`src/rtl/baud_gen_pkg.sv`:
```
package baud_gen_pkg;
  typedef enum logic [1:0] {
    MODE_ASYNC = 2'b00,
    MODE_SYNC  = 2'b01,
    MODE_SPI   = 2'b10,
    MODE_EXT   = 2'b11
  } clk_mode_e;
endpackage

```
`src/rtl/baud_frac_div.sv`:
```
module baud_frac_div #(
  parameter int CD_W = 16,
  parameter int FP_W = 3
) (
  input  logic            clk_i,
  input  logic            rst_ni,
  input  logic            clear_i,
  input  logic            en_i,
  input  logic            frac_en_i,
  input  logic [CD_W-1:0] cd_i,
  input  logic [FP_W-1:0] fp_i,
  output logic            tick_o,
  output logic            sck_o
);
  localparam int CW = CD_W + 1;

  logic [CD_W-1:0] cnt_q, cnt_d;
  logic [FP_W-1:0] acc_q;
  logic [FP_W:0]   acc_sum;
  logic [CW-1:0]   last;
  logic            stretch, run, sck_q;

  assign run     = en_i && !clear_i;
  assign acc_sum = {1'b0, acc_q} + {1'b0, fp_i};
  // carry out of the eighths accumulator stretches this period by one cycle
  assign stretch = frac_en_i && acc_sum[FP_W];
  assign last    = {1'b0, cd_i} - CW'(1) + CW'(stretch);
  assign tick_o  = run && ({1'b0, cnt_q} == last);
  assign cnt_d   = tick_o ? '0 : cnt_q + CD_W'(1);
  assign sck_o   = sck_q && run;

  always_ff @(posedge clk_i or negedge rst_ni) begin
    if (!rst_ni) begin
      cnt_q <= '0;
      acc_q <= '0;
      sck_q <= 1'b0;
    end else if (!run) begin
      cnt_q <= '0;
      acc_q <= '0;
      sck_q <= 1'b0;
    end else begin
      cnt_q <= cnt_d;
      if (tick_o && frac_en_i) acc_q <= acc_sum[FP_W-1:0];
      sck_q <= (cnt_d >= (cd_i >> 1));
    end
  end

  p_clear_r9: assert property (@(posedge clk_i) disable iff (!rst_ni)
    clear_i |=> (cnt_q == '0 && acc_q == '0));

  p_no_frac_r6: assert property (@(posedge clk_i) disable iff (!rst_ni)
    (tick_o && !frac_en_i) |-> ({1'b0, cnt_q} + CW'(1) == {1'b0, cd_i}));
endmodule

```
`src/rtl/baud_os_count.sv`:
```
module baud_os_count #(
  parameter int OS_W = 4
) (
  input  logic clk_i,
  input  logic rst_ni,
  input  logic clear_i,
  input  logic os_tick_i,
  input  logic over8_i,
  output logic bit_tick_o
);
  localparam logic [OS_W-1:0] LIM_FULL = '1;
  localparam logic [OS_W-1:0] LIM_HALF = OS_W'((1 << (OS_W - 1)) - 1);

  logic [OS_W-1:0] cnt_q, lim;

  assign lim        = over8_i ? LIM_HALF : LIM_FULL;
  assign bit_tick_o = !clear_i && os_tick_i && (cnt_q == lim);

  always_ff @(posedge clk_i or negedge rst_ni) begin
    if (!rst_ni)        cnt_q <= '0;
    else if (clear_i)   cnt_q <= '0;
    else if (os_tick_i) cnt_q <= (cnt_q == lim) ? '0 : cnt_q + OS_W'(1);
  end

  p_bit_single_r4: assert property (@(posedge clk_i) disable iff (!rst_ni)
    bit_tick_o |=> !bit_tick_o);
endmodule

```
`src/rtl/baud_ext_sync.sv`:
```
module baud_ext_sync #(
  parameter int LEN = 2
) (
  input  logic clk_i,
  input  logic rst_ni,
  input  logic sck_i,
  output logic rise_o
);
  logic [LEN:0] sh_q;

  always_ff @(posedge clk_i or negedge rst_ni) begin
    if (!rst_ni) sh_q <= '0;
    else         sh_q <= {sh_q[LEN-1:0], sck_i};
  end

  assign rise_o = sh_q[LEN-1] && !sh_q[LEN];
endmodule

```
`src/rtl/baud_gen.sv`:
```
module baud_gen
  import baud_gen_pkg::*;
#(
  parameter int CD_W       = 16,
  parameter int FP_W       = 3,
  parameter int OS_W       = 4,
  parameter int SPI_MIN_CD = 4,
  parameter int SYNC_LEN   = 2
) (
  input  logic            clk_i,
  input  logic            rst_ni,
  input  logic [CD_W-1:0] cd_i,
  input  logic [FP_W-1:0] fp_i,
  input  logic            over8_i,
  input  logic [1:0]      mode_i,
  input  logic            ext_sck_i,
  output logic            os_tick_o,
  output logic            bit_tick_o,
  output logic            sck_o
);
  clk_mode_e       mode_q;
  logic [CD_W-1:0] cd_q;
  logic [FP_W-1:0] fp_q;
  logic            over8_q;
  logic            restart, cd_ok, div_en;
  logic            div_tick, div_sck, os_bit, ext_rise, ext_tick;

  assign restart = (clk_mode_e'(mode_i) != mode_q) || (cd_i != cd_q) ||
                   (fp_i != fp_q) || (over8_i != over8_q);

  always_ff @(posedge clk_i or negedge rst_ni) begin
    if (!rst_ni) begin
      mode_q  <= MODE_ASYNC;
      cd_q    <= '0;
      fp_q    <= '0;
      over8_q <= 1'b0;
    end else begin
      mode_q  <= clk_mode_e'(mode_i);
      cd_q    <= cd_i;
      fp_q    <= fp_i;
      over8_q <= over8_i;
    end
  end

  assign cd_ok  = (mode_q == MODE_SPI) ? (cd_q >= CD_W'(SPI_MIN_CD)) : (cd_q != '0);
  assign div_en = cd_ok && (mode_q != MODE_EXT);

  baud_frac_div #(.CD_W(CD_W), .FP_W(FP_W)) u_div (
    .clk_i     (clk_i),
    .rst_ni    (rst_ni),
    .clear_i   (restart),
    .en_i      (div_en),
    .frac_en_i (mode_q == MODE_ASYNC),
    .cd_i      (cd_q),
    .fp_i      (fp_q),
    .tick_o    (div_tick),
    .sck_o     (div_sck)
  );

  baud_os_count #(.OS_W(OS_W)) u_os (
    .clk_i      (clk_i),
    .rst_ni     (rst_ni),
    .clear_i    (restart || (mode_q != MODE_ASYNC)),
    .os_tick_i  (div_tick),
    .over8_i    (over8_q),
    .bit_tick_o (os_bit)
  );

  baud_ext_sync #(.LEN(SYNC_LEN)) u_ext (
    .clk_i  (clk_i),
    .rst_ni (rst_ni),
    .sck_i  (ext_sck_i),
    .rise_o (ext_rise)
  );

  assign ext_tick = (mode_q == MODE_EXT) && !restart && ext_rise;

  always_comb begin
    unique case (mode_q)
      MODE_ASYNC: begin
        os_tick_o  = div_tick;
        bit_tick_o = os_bit;
        sck_o      = 1'b0;
      end
      MODE_SYNC, MODE_SPI: begin
        os_tick_o  = div_tick;
        bit_tick_o = div_tick;
        sck_o      = div_sck;
      end
      default: begin
        os_tick_o  = ext_tick;
        bit_tick_o = ext_tick;
        sck_o      = 1'b0;
      end
    endcase
  end

  p_cd_zero_quiet_r5: assert property (@(posedge clk_i) disable iff (!rst_ni)
    (mode_q != MODE_EXT && cd_q == '0) |-> (!os_tick_o && !bit_tick_o && !sck_o));

  p_spi_min_r7: assert property (@(posedge clk_i) disable iff (!rst_ni)
    (mode_q == MODE_SPI && cd_q < CD_W'(SPI_MIN_CD)) |-> (!os_tick_o && !sck_o));

  p_bit_in_os_r4: assert property (@(posedge clk_i) disable iff (!rst_ni)
    bit_tick_o |-> os_tick_o);

  p_sync_lockstep_r6: assert property (@(posedge clk_i) disable iff (!rst_ni)
    (mode_q == MODE_SYNC || mode_q == MODE_SPI) |-> (bit_tick_o == os_tick_o));

  p_restart_quiet_r9: assert property (@(posedge clk_i) disable iff (!rst_ni)
    restart |-> (!os_tick_o && !bit_tick_o));

  p_async_sck_low_r2: assert property (@(posedge clk_i) disable iff (!rst_ni)
    (mode_q == MODE_ASYNC) |-> !sck_o);
endmodule

```
`config.mk`:
```
export PLATFORM = sky130hd
export DESIGN_NAME = baud_gen
export DESIGN_NICKNAME = d
export VERILOG_FILES = /design/src/rtl/baud_gen_pkg.sv /design/src/rtl/baud_frac_div.sv /design/src/rtl/baud_os_count.sv /design/src/rtl/baud_ext_sync.sv /design/src/rtl/baud_gen.sv
export SDC_FILE = /design/constraint.sdc
export NUM_CORES = 1
export LEC_CHECK = 0
export BUFFER_PORTS_ARGS = -buffer_cell sky130_fd_sc_hd__buf_2
export CORE_MARGIN = 2
export CORE_UTILIZATION = 54
export CTS_CLUSTER_SIZE = 14
export DETAILED_ROUTE_END_ITERATION = 10
export MAX_ROUTING_LAYER = met4
export PLACE_DENSITY_LB_ADDON = 0.05
export SYNTH_ARGS = -nofsm -noshare
export SYNTH_HDL_FRONTEND = slang
export SYNTH_SLANG_ARGS = --single-unit
```
`constraint.sdc`:
```
create_clock -name clk_i -period 4.2 [get_ports clk_i]
set_input_delay 0.21 -clock clk_i [delete_from_list [all_inputs] [get_ports clk_i]]
set_output_delay 0.21 -clock clk_i [all_outputs]
set_load 0.02 [all_outputs]
```
Yosys cells after proc, flatten, opt, wreduce, memory -nomap -nowiden
Cells that the tools add are included.
Widths: inputs -> output; s select.
- word-level logic and storage cells: 64
- register bits after elaboration: 49
- input bits: 25
- output and inout port bits: 3
- $lt $le $gt $ge: 2
- reductions and logical operators: 24
- $add $sub $neg: 5
- eq/ne operators: 11
- multiplexer cells: 13
- operators by type and width (kind ; number):
    $mux 16 ; 2
    $add 17x1->17 ; 1
    $eq 16x17->1 ; 1
    $sub 16x1->17 const B ; 1
    $add 16x1->16 const B ; 1
    $ge 16x15->1 ; 1
    $ge 16x3->1 const B ; 1
    $mux 4 ; 4
    $ne 16x16->1 ; 1
    $reduce_bool 16->1 ; 1
    $logic_and 1x1->1 ; 11
    $mux 3 ; 2
    $add 3x3->4 ; 1
    $add 4x1->4 const B ; 1
    $eq 2x2->1 const B ; 2
    $eq 4x4->1 ; 1
    $logic_or 1x1->1 ; 4
    $mux 1 ; 4
    $ne 2x2->1 const B ; 2
    $reduce_bool 2->1 ; 2
    $logic_not 1->1 ; 3
    $ne 3x3->1 ; 1
    $reduce_or 3->1 ; 1
    $eq 2x1->1 const B ; 1
    5 further kinds ; 5

Logic depth before layout (Yosys ltp)
Gate-level depths: netlist (run 1).
- depth in word-level cells: 10
- depth in mapped cells: 21
- depth with buffers taken out: 20

Cells and area by module
Synthesis (run 1) repeated with hierarchy kept, for this count alone.
- cell total of the unflattened synthesis: 341
- area, all modules: 3284.4 um2
- modules (own cells, without submodules) (module ; times used ; area an instance (um2) ; seq. area each (um2) ; cells an instance):
    baud_frac_div ; 1 ; 2000.7 ; 500.5 ; 239
    baud_gen ; 1 ; 964.7 ; 550.5 ; 75
    baud_os_count ; 1 ; 230.2 ; 100.1 ; 23
    baud_ext_sync ; 1 ; 88.8 ; 75.1 ; 4

Worst setup path before layout (run 1)
Ideal clock, no wire load.
- path type: flip-flop to flip-flop
- start point: register fp_q[1]
- end point: register u_div.sck_q
- period minus slack after synthesis: 4.357 ns
- stages on the path, launching flop included: 22
- arrival: 4.224 ns
- setup slack: -0.157 ns
- path through: dfrtp_1 -> ha_1 -> a21oi_1 -> nor2b_1 -> o21ai_0 -> ha_1 -> ha_1 -> nor3b_1 -> xnor2_1 -> o2111ai_1 -> nor3_1 -> nand4_1 -> a211oi_1 -> clkbuf_1 -> nor2_1 -> ha_1 -> a21o_1 -> a211o_1 -> a211oi_1 -> o21ai_0 -> o211ai_1 -> a21boi_0
- word-level cells in the longest chain between the ends: 9
- elaborated cells between the ends (all ways): 13
- those cells by class: add/sub: 2; order compare: 1; eq/ne: 2; mux: 2; reduce/logical: 6
- ends and longest elaborated chain (what ; line ; RTL):
    start, declared ; baud_gen.sv:23 ; logic [FP_W-1:0] fp_q;
    start signal, assigned ; baud_gen.sv:40 ; fp_q <= fp_i;
    branches (longest 8 deep; another with $add 17x1->17) ; -- ;
    $mux 1 (*) ; baud_frac_div.sv:37 ; end else if (!run) begin
    end signal, assigned ; baud_frac_div.sv:44 ; sck_q <= (cnt_d >= (cd_i >> 1));
    end, declared ; baud_frac_div.sv:21 ; logic stretch, run, sck_q;
Every way passes the cells marked *.
A chain may end at the register's enable or synchronous reset.

Final worst setup path (run 1)
- start point: register u_div.acc_q[1]
- end point: register u_div.sck_q
- word-level cells in the longest chain between the ends: 8
- ends and longest elaborated chain (what ; line ; RTL):
    start, declared ; baud_frac_div.sv:18 ; logic [FP_W-1:0] acc_q;
    start signal, assigned ; baud_frac_div.sv:43 ; if (tick_o && frac_en_i) acc_q <= acc_sum[FP_W-1:0];
    $add 3x3->4 ; baud_frac_div.sv:24 ; assign acc_sum = {1'b0, acc_q} + {1'b0, fp_i};
    $logic_and 1x1->1 ; baud_frac_div.sv:26 ; assign stretch = frac_en_i && acc_sum[FP_W];
    $add 17x1->17 ; baud_frac_div.sv:27 ; assign last = {1'b0, cd_i} - CW'(1) + CW'(stretch);
    $eq 16x17->1 ; baud_frac_div.sv:28 ; assign tick_o = run && ({1'b0, cnt_q} == last);
    $logic_and 1x1->1 ; baud_frac_div.sv:28 ;
    $mux 16 ; baud_frac_div.sv:29 ; assign cnt_d = tick_o ? '0 : cnt_q + CD_W'(1);
    $ge 16x15->1 ; baud_frac_div.sv:44 ;
    $mux 1 ; baud_frac_div.sv:37 ;
No other way between the ends.

==> results.json, run 1 <==
{
  "final_cells": 461,
  "hold_class": "in -> async",
  "ys_ff_latch": 49,
  "drive_above_1_share_pct": 21.5,
  "max_freq_ghz": 0.240,
  "seq_area_frac_synth_pct": 38.2,
  "fin_nets": 438,
  "gp_congestion": 0.839,
  "dp_hpwl_um": 5700,
  "yosysWarnings": 0,
  "maxSlewHeadroom_pct": 58.6,
  "syn_nets": 386,
  "maxCapViolations": 0,
  "synth_edf_count": 0,
  "setup_ws_ps": 41.1,
  "cp_data_required_time_ps": 4380,
  "vias": 2521,
  "antenna_found_initial": 0,
  "ant_nets": 0,
  "timing.hold.ws_ps": -10.6,
  "wire_per_inst_um": 16.2,
  "clk_path_buf_depth": 2,
  "clkSinkCount": 49,
  "synth_cell_types": 48,
  "clock_latency_ps": 310,
  "rsz0062_at_grt": "true",
  "placed_cells": 452,
  "worstSetupPathType": "reg -> reg",
  "startpoint_type": "register",
  "worst_pin_slew_ps": 620,
  "fill_cells": 511,
  "syn_inst": 334,
  "leakagePower_uw": 0.00181,
  "grt_pass1_vias": 2583,
  "yosysMostFrequentCell": "dfrtp_1",
  "initial_core_util_pct": 55.2,
  "diodes": 0,
  "finalCritPeriodShare_pct": 99.0,
  "fp.coreArea_um2": 5820,
  "routed_wl_um": 7470,
  "vias_per_cell": 5.47,
  "num_io_pins": 28,
  "tritoncts": "built",
  "finalHoldViolCount": 12,
  "grt_max_degree": 50,
  "cp-end-kind": "register",
  "clkTransAtPathRegs_ps": 90,
  "ys.flop_type": "dfrtp_1",
  "syn_to_final_growth_pct": 18.9,
  "async_reset_ff_share_pct": 100,
  "synth_area_um2": 3210,
  "p_per_area_nw_per_um2": 239,
  "utilization_pct": 65.6,
  "io_buffer_count": 27,
  "drt_iter0_markers": 130,
  "synth_top_area_share_pct": 38.2,
  "synth_commonest_cells": "dfrtp_1 (49), nor2_1 (40), xor2_1 (35)",
  "status": "complete, but fails checks",
  "num_rows": 28,
  "period_needed_ps": 4160,
  "grt.overflow.total": 0,
  "cts_max_level": 2,
  "ctsRootBufferMaster": "clkbuf_8",
  "drc": 0,
  "finalSetupViolations": 0,
  "track_usage_pct": 25.9,
  "hold_buffers": 0,
  "fp.dieH_um": 81.1,
  "synth.avg_cell_area_um2": 9.61,
  "fp.dieW_um": 81.1,
  "synth_area_leaders": "dfrtp_1 (38%), ha_1 (10%), xor2_1 (9.6%)",
  "crit_fanout": 4,
  "crit_arrival_ps": 4340,
  "violations": "hold timing",
  "dieArea_um2": 6580,
  "grt_first_pass_wirelength_um": 12400,
  "cts_inserted_buffers": 5,
  "slew_violations": 0,
  "finClkSkew_ps": 8.74,
  "pre_cts_slack_ps": -170,
  "dr.pass1.iters": 4,
  "synth_top_area_cell": "dfrtp_1",
  "vdd_drop_max_v": 0.000194
}
[state kept, by name (all words and copies together), names as in the netlist]
register     flops
fp_q             3
cd_q            16
u_ext.sh_q       3
u_os.cnt_q       4
over8_q          1
u_div.cnt_q     16
u_div.sck_q      1
mode_q           2
u_div.acc_q      3
[cells by family after synthesis]
family / Yosys count / share of synthesized area [%]
AOI/OAI and AO/OA: 41 / 10.2
xor gates and xnor gates: 60 / 16.4
adders and majority gates: 27 / 10.8
buffers and inverters: 33 / 4.09
DFF: 49 / 38.2
muxes: 3 / 0.936
and+or+nand+nor: 121 / 19.4
[worst paths after layout]
path / slack, ps / cells past startpoint / endpoint / startpoint
worst max-delay path: 40 / 20 / u_div.sck_q / u_div.acc_q[1]
worst min-delay path: -10 / 2 / u_div.acc_q[0] / rst_ni
worst max register to register: 40 / 20 / u_div.sck_q / u_div.acc_q[1]
worst min register to register: 370 / 0 / u_ext.sh_q[1] / u_ext.sh_q[0]
max in group asynchronous: 3780 / 2 / cd_q[4] / rst_ni
min in group clk_i: 20 / 1 / u_ext.sh_q[0] / ext_sck_i
[metal layers]
layer / share of wire, % / up-vias / wire length (um) / global-route usage [%]
met3: 2.9 / 11 / 213 / 4.33
met2: 46 / 36 / 3440 / 40.2
met5: 0 / - / 0 / -
met4: 1.6 / 0 / 121 / 8.31
met1: 49 / 1225 / 3690 / 34.7
li1: - / 1249 / - / -
[timing repair]
item | 4_1_cts | 5_1_grt
gates resized for setup | 11 | 13
endpoints found under the setup margin | 1 | 1
pin swaps | 7 | 21
setup buffers | 0 | 2
[power by group]
group / internal (uW) / switching, uW / leakage, uW
clock: 131 / 160 / 0.0000433
sequential: 483 / 16.8 / 0.000627
combinational: 56.4 / 65.6 / 0.00114
[stage by stage]
stage | setup TNS [ps] | cell area, um2 | total power, uW | hold slack [ps]
after floorplan | 0 | 3220 | 566 | -85.6
after global placement | -56.8 | 3590 | 618 | 319
after detailed placement | -170 | 3590 | 620 | 334
after CTS | 0 | 3730 | 917 | 9.95
after global routing | -212 | 3820 | 957 | 4.12
final | 0 | 3820 | 913 | -10.6
[cell usage in the layout, fill, tap and decap left out, types with 3 or more instances in the layout]
| cell type | count |
|---|---|
| dfrtp_1 | 49 |
| a21oi_1 | 6 |
| nor4_1 | 8 |
| o211ai_1 | 4 |
| xnor2_1 | 24 |
| xor2_1 | 33 |
| ha_1 | 23 |
| nor2_1 | 40 |
| nand4_1 | 7 |
| clkbuf_8 | 6 |
| o21ai_0 | 6 |
| buf_4 | 26 |
| inv_1 | 24 |
| or3_1 | 5 |
| mux2i_1 | 3 |
| nor3_1 | 6 |
| and3_1 | 9 |
| a21o_1 | 4 |
| a211o_1 | 3 |
| buf_2 | 27 |
| nand3_1 | 11 |
| nand2_1 | 15 |
[cell type report]
class,count,area (um2),area share (%)
multi-input cells,252,1980,52.0
repair buffers,53,330,8.65
flip-flops and latches,49,1230,32.1
clock inverters,1,7.51,0.197
clock buffers,6,82.6,2.16
inverters,25,93.8,2.46
well taps,75,93.8,2.46
[worst max-delay path, cell delays in order (launching register included)]
cell	delay, ps
dfrtp_1	400
ha_1	310
a21oi_2	120
nor2b_1	50
o21ai_1	140
ha_2	270
ha_4	150
nor3b_4	160
nand4_1	150
xnor2_2	210
buf_4	150
a2111oi_4	320
o2111ai_4	200
and2_1	210
ha_1	270
a21o_1	180
a21o_1	160
a2111oi_2	290
o21ai_1	100
o211ai_1	90
a21boi_1	80
Note: power is estimated with default switching activity, not from simulation.
==> run 2, diff against run 1 <==
--- a/config.mk
+++ b/config.mk
@@ -7,7 +7,8 @@
 export LEC_CHECK = 0
 export BUFFER_PORTS_ARGS = -buffer_cell sky130_fd_sc_hd__buf_2
 export CORE_MARGIN = 2
-export CORE_UTILIZATION = 54
+export CORE_UTILIZATION = 56
+export CTS_BUF_LIST = sky130_fd_sc_hd__clkbuf_4 sky130_fd_sc_hd__clkbuf_8
 export CTS_CLUSTER_SIZE = 14
 export DETAILED_ROUTE_END_ITERATION = 10
 export MAX_ROUTING_LAYER = met4
==> results.json, run 2 (synthesized netlist as in run 1, its figures left out) <==
{
  "p_per_area_nw_per_um2": 236,
  "drc": 0,
  "finalHoldViolCount": 0,
  "maxSlewHeadroom_pct": 58.2,
  "intPower_uw": 658,
  "track_usage_pct": 26.8,
  "hold_class": "in -> reg",
  "fin_nets": 445,
  "leakagePower_uw": 0.00184,
  "finalCritPeriodShare_pct": 98.4,
  "combPwrFrac_pct": 14.1,
  "maxCapViolations": 0,
  "crit_fanout": 4,
  "swShare_pct": 27.9,
  "antenna_found_initial": 0,
  "dp_hpwl_um": 5950,
  "syn_to_final_growth_pct": 20.7,
  "setup_ws_ps": 66.8,
  "rsz0062_at_grt": "true",
  "r2r_slack_ps": 70,
  "placed_cells": 452,
  "vdd_drop_max_v": 0.000207,
  "max_freq_ghz": 0.242,
  "crit_start": "fp_q[1]",
  "num_rows": 27,
  "routed_wl_um": 7720,
  "status": "finished, final reports clean",
  "period_needed_ps": 4130,
  "clkTransAtPathRegs_ps": 100,
  "pre_cts_slack_ps": -180,
  "ctsRootBufferMaster": "clkbuf_8",
  "ant_nets": 0,
  "fp.dieW_um": 79.7,
  "layout_commonest_cell": "dfrtp_1",
  "wire_per_inst_um": 16.6,
  "dieArea_um2": 6350,
  "finalSetupViolations": 0,
  "worstSetupPathType": "reg -> reg",
  "worst_pin_slew_ps": 622,
  "reg2reg_to": "u_div.sck_q",
  "tritoncts": "built",
  "clock_latency_ps": 310,
  "cp-end-kind": "register",
  "initial_core_util_pct": 58.3,
  "fp.coreArea_um2": 5510,
  "clk_path_buf_depth": 2,
  "cts_inserted_buffers": 5,
  "fp.dieH_um": 79.7,
  "vias_per_cell": 5.55,
  "p_seq_share_pct": 54.8,
  "top_regs": "cd_q x16, u_div.cnt_q x16, u_os.cnt_q x4",
  "cp_data_required_time_ps": 4390,
  "layout_common_cells": "dfrtp_1 (49), nor2_1 (40), xor2_1 (33)",
  "pwr-share-clk_pct": 31.1,
  "reg2reg_from": "fp_q[1]",
  "io_buffer_count": 27,
  "p_sw_uw": 255,
  "vias": 2580,
  "crit_end": "u_div.sck_q",
  "grt.overflow.total": 0,
  "diodes": 0,
  "drt_iter0_markers": 127,
  "gp_congestion": 0.928,
  "crit_arrival_ps": 4330,
  "grt_pass1_vias": 2611,
  "finClkSkew_ps": 13.8,
  "drive_above_1_share_pct": 22.9,
  "grt_first_pass_wirelength_um": 12700,
  "startpoint_type": "register",
  "grt_max_degree": 33,
  "slew_violations": 0,
  "dr.pass1.iters": 4,
  "final_cells": 465,
  "clkSinkCount": 49,
  "r2r_cells": 20,
  "num_io_pins": 28,
  "cts_max_level": 2
}
run 2: how the worst min path moves through the flow:
stage | to | depth (start not counted) | slack (ps) | start
detailed placement | u_div.acc_q[0] | 1 | 180 | rst_ni
floorplan | cd_q[0] | 0 | -90 | rst_ni
CTS | u_ext.sh_q[0] | 1 | 0.5 | ext_sck_i
global route | u_ext.sh_q[0] | 1 | 5 | ext_sck_i
finish | u_ext.sh_q[0] | 1 | 2 | ext_sck_i
global placement | u_div.acc_q[0] | 1 | 160 | rst_ni
run 2: routing by layer:
layer | vias up | wire [um] | track usage, %
met4 | 0 | 57 | 5.52
li1 | 1273 | - | -
met1 | 1243 | 3690 | 36.8
met5 | - | 0 | -
met2 | 57 | 3630 | 42.7
met3 | 7 | 344 | 4.19
run 2: power groups by stage:
stage	Combinational, uW	Clock [uW]	Sequential, uW
2_1_floorplan	62.0	0	504
3_3_place_gp	112	0	508
3_5_place_dp	114	0	509
4_1_cts	120	287	499
5_1_grt	142	304	502
6_report	128	284	501
run 2: per-stage QoR:
stage | total power, uW | util [%] | setup TNS (ps) | area [um2] | hold slack [ps]
after floorplan | 566 | - | 0 | 3220 | -85.6
after global placement | 620 | 65.6 | -113 | 3610 | 164
after detailed placement | 622 | 65.6 | -180 | 3610 | 176
after CTS | 907 | 68.4 | 0 | 3770 | 0.468
after global routing | 948 | 70.4 | -187 | 3870 | 5.39
final | 913 | 70.4 | 0 | 3870 | 1.90
run 2: area by class of cell:
class | count | area [um2]
clock buffer | 5 | 68.8
inverter | 25 | 93.8
tap | 72 | 90.1
sequential | 49 | 1230
clock inverter | 2 | 16.3
multi-input combinational | 252 | 1990
fill | 430 | 1630
timing repair buffer | 60 | 389
run 2: timing repair:
| item | CTS | global route |
|---|---|---|
| gates resized for setup | 12 | 14 |
| pin swaps | 8 | 12 |
| hold endpoints to repair | 17 | 0 |
| setup buffers | 2 | 3 |
| hold buffers | 1 | 0 |
| setup endpoints to repair | 1 | 1 |
run 2: critical path, cell delays in order, from the launching register on:
cell and delay (ps):
dfrtp_1 400, ha_1 290, a21oi_1 140, nor2b_1 60
o21ai_1 130, ha_2 240, buf_4 120, ha_1 250
xor2_2 200, o2111ai_4 160, a2111oi_4 420, o2111ai_4 210
nand2b_1 110, ha_1 220, nand2b_1 150, a21o_1 180
a21o_1 180, a2111oi_4 290, o21ai_1 90, o211ai_1 100
a21boi_1 80
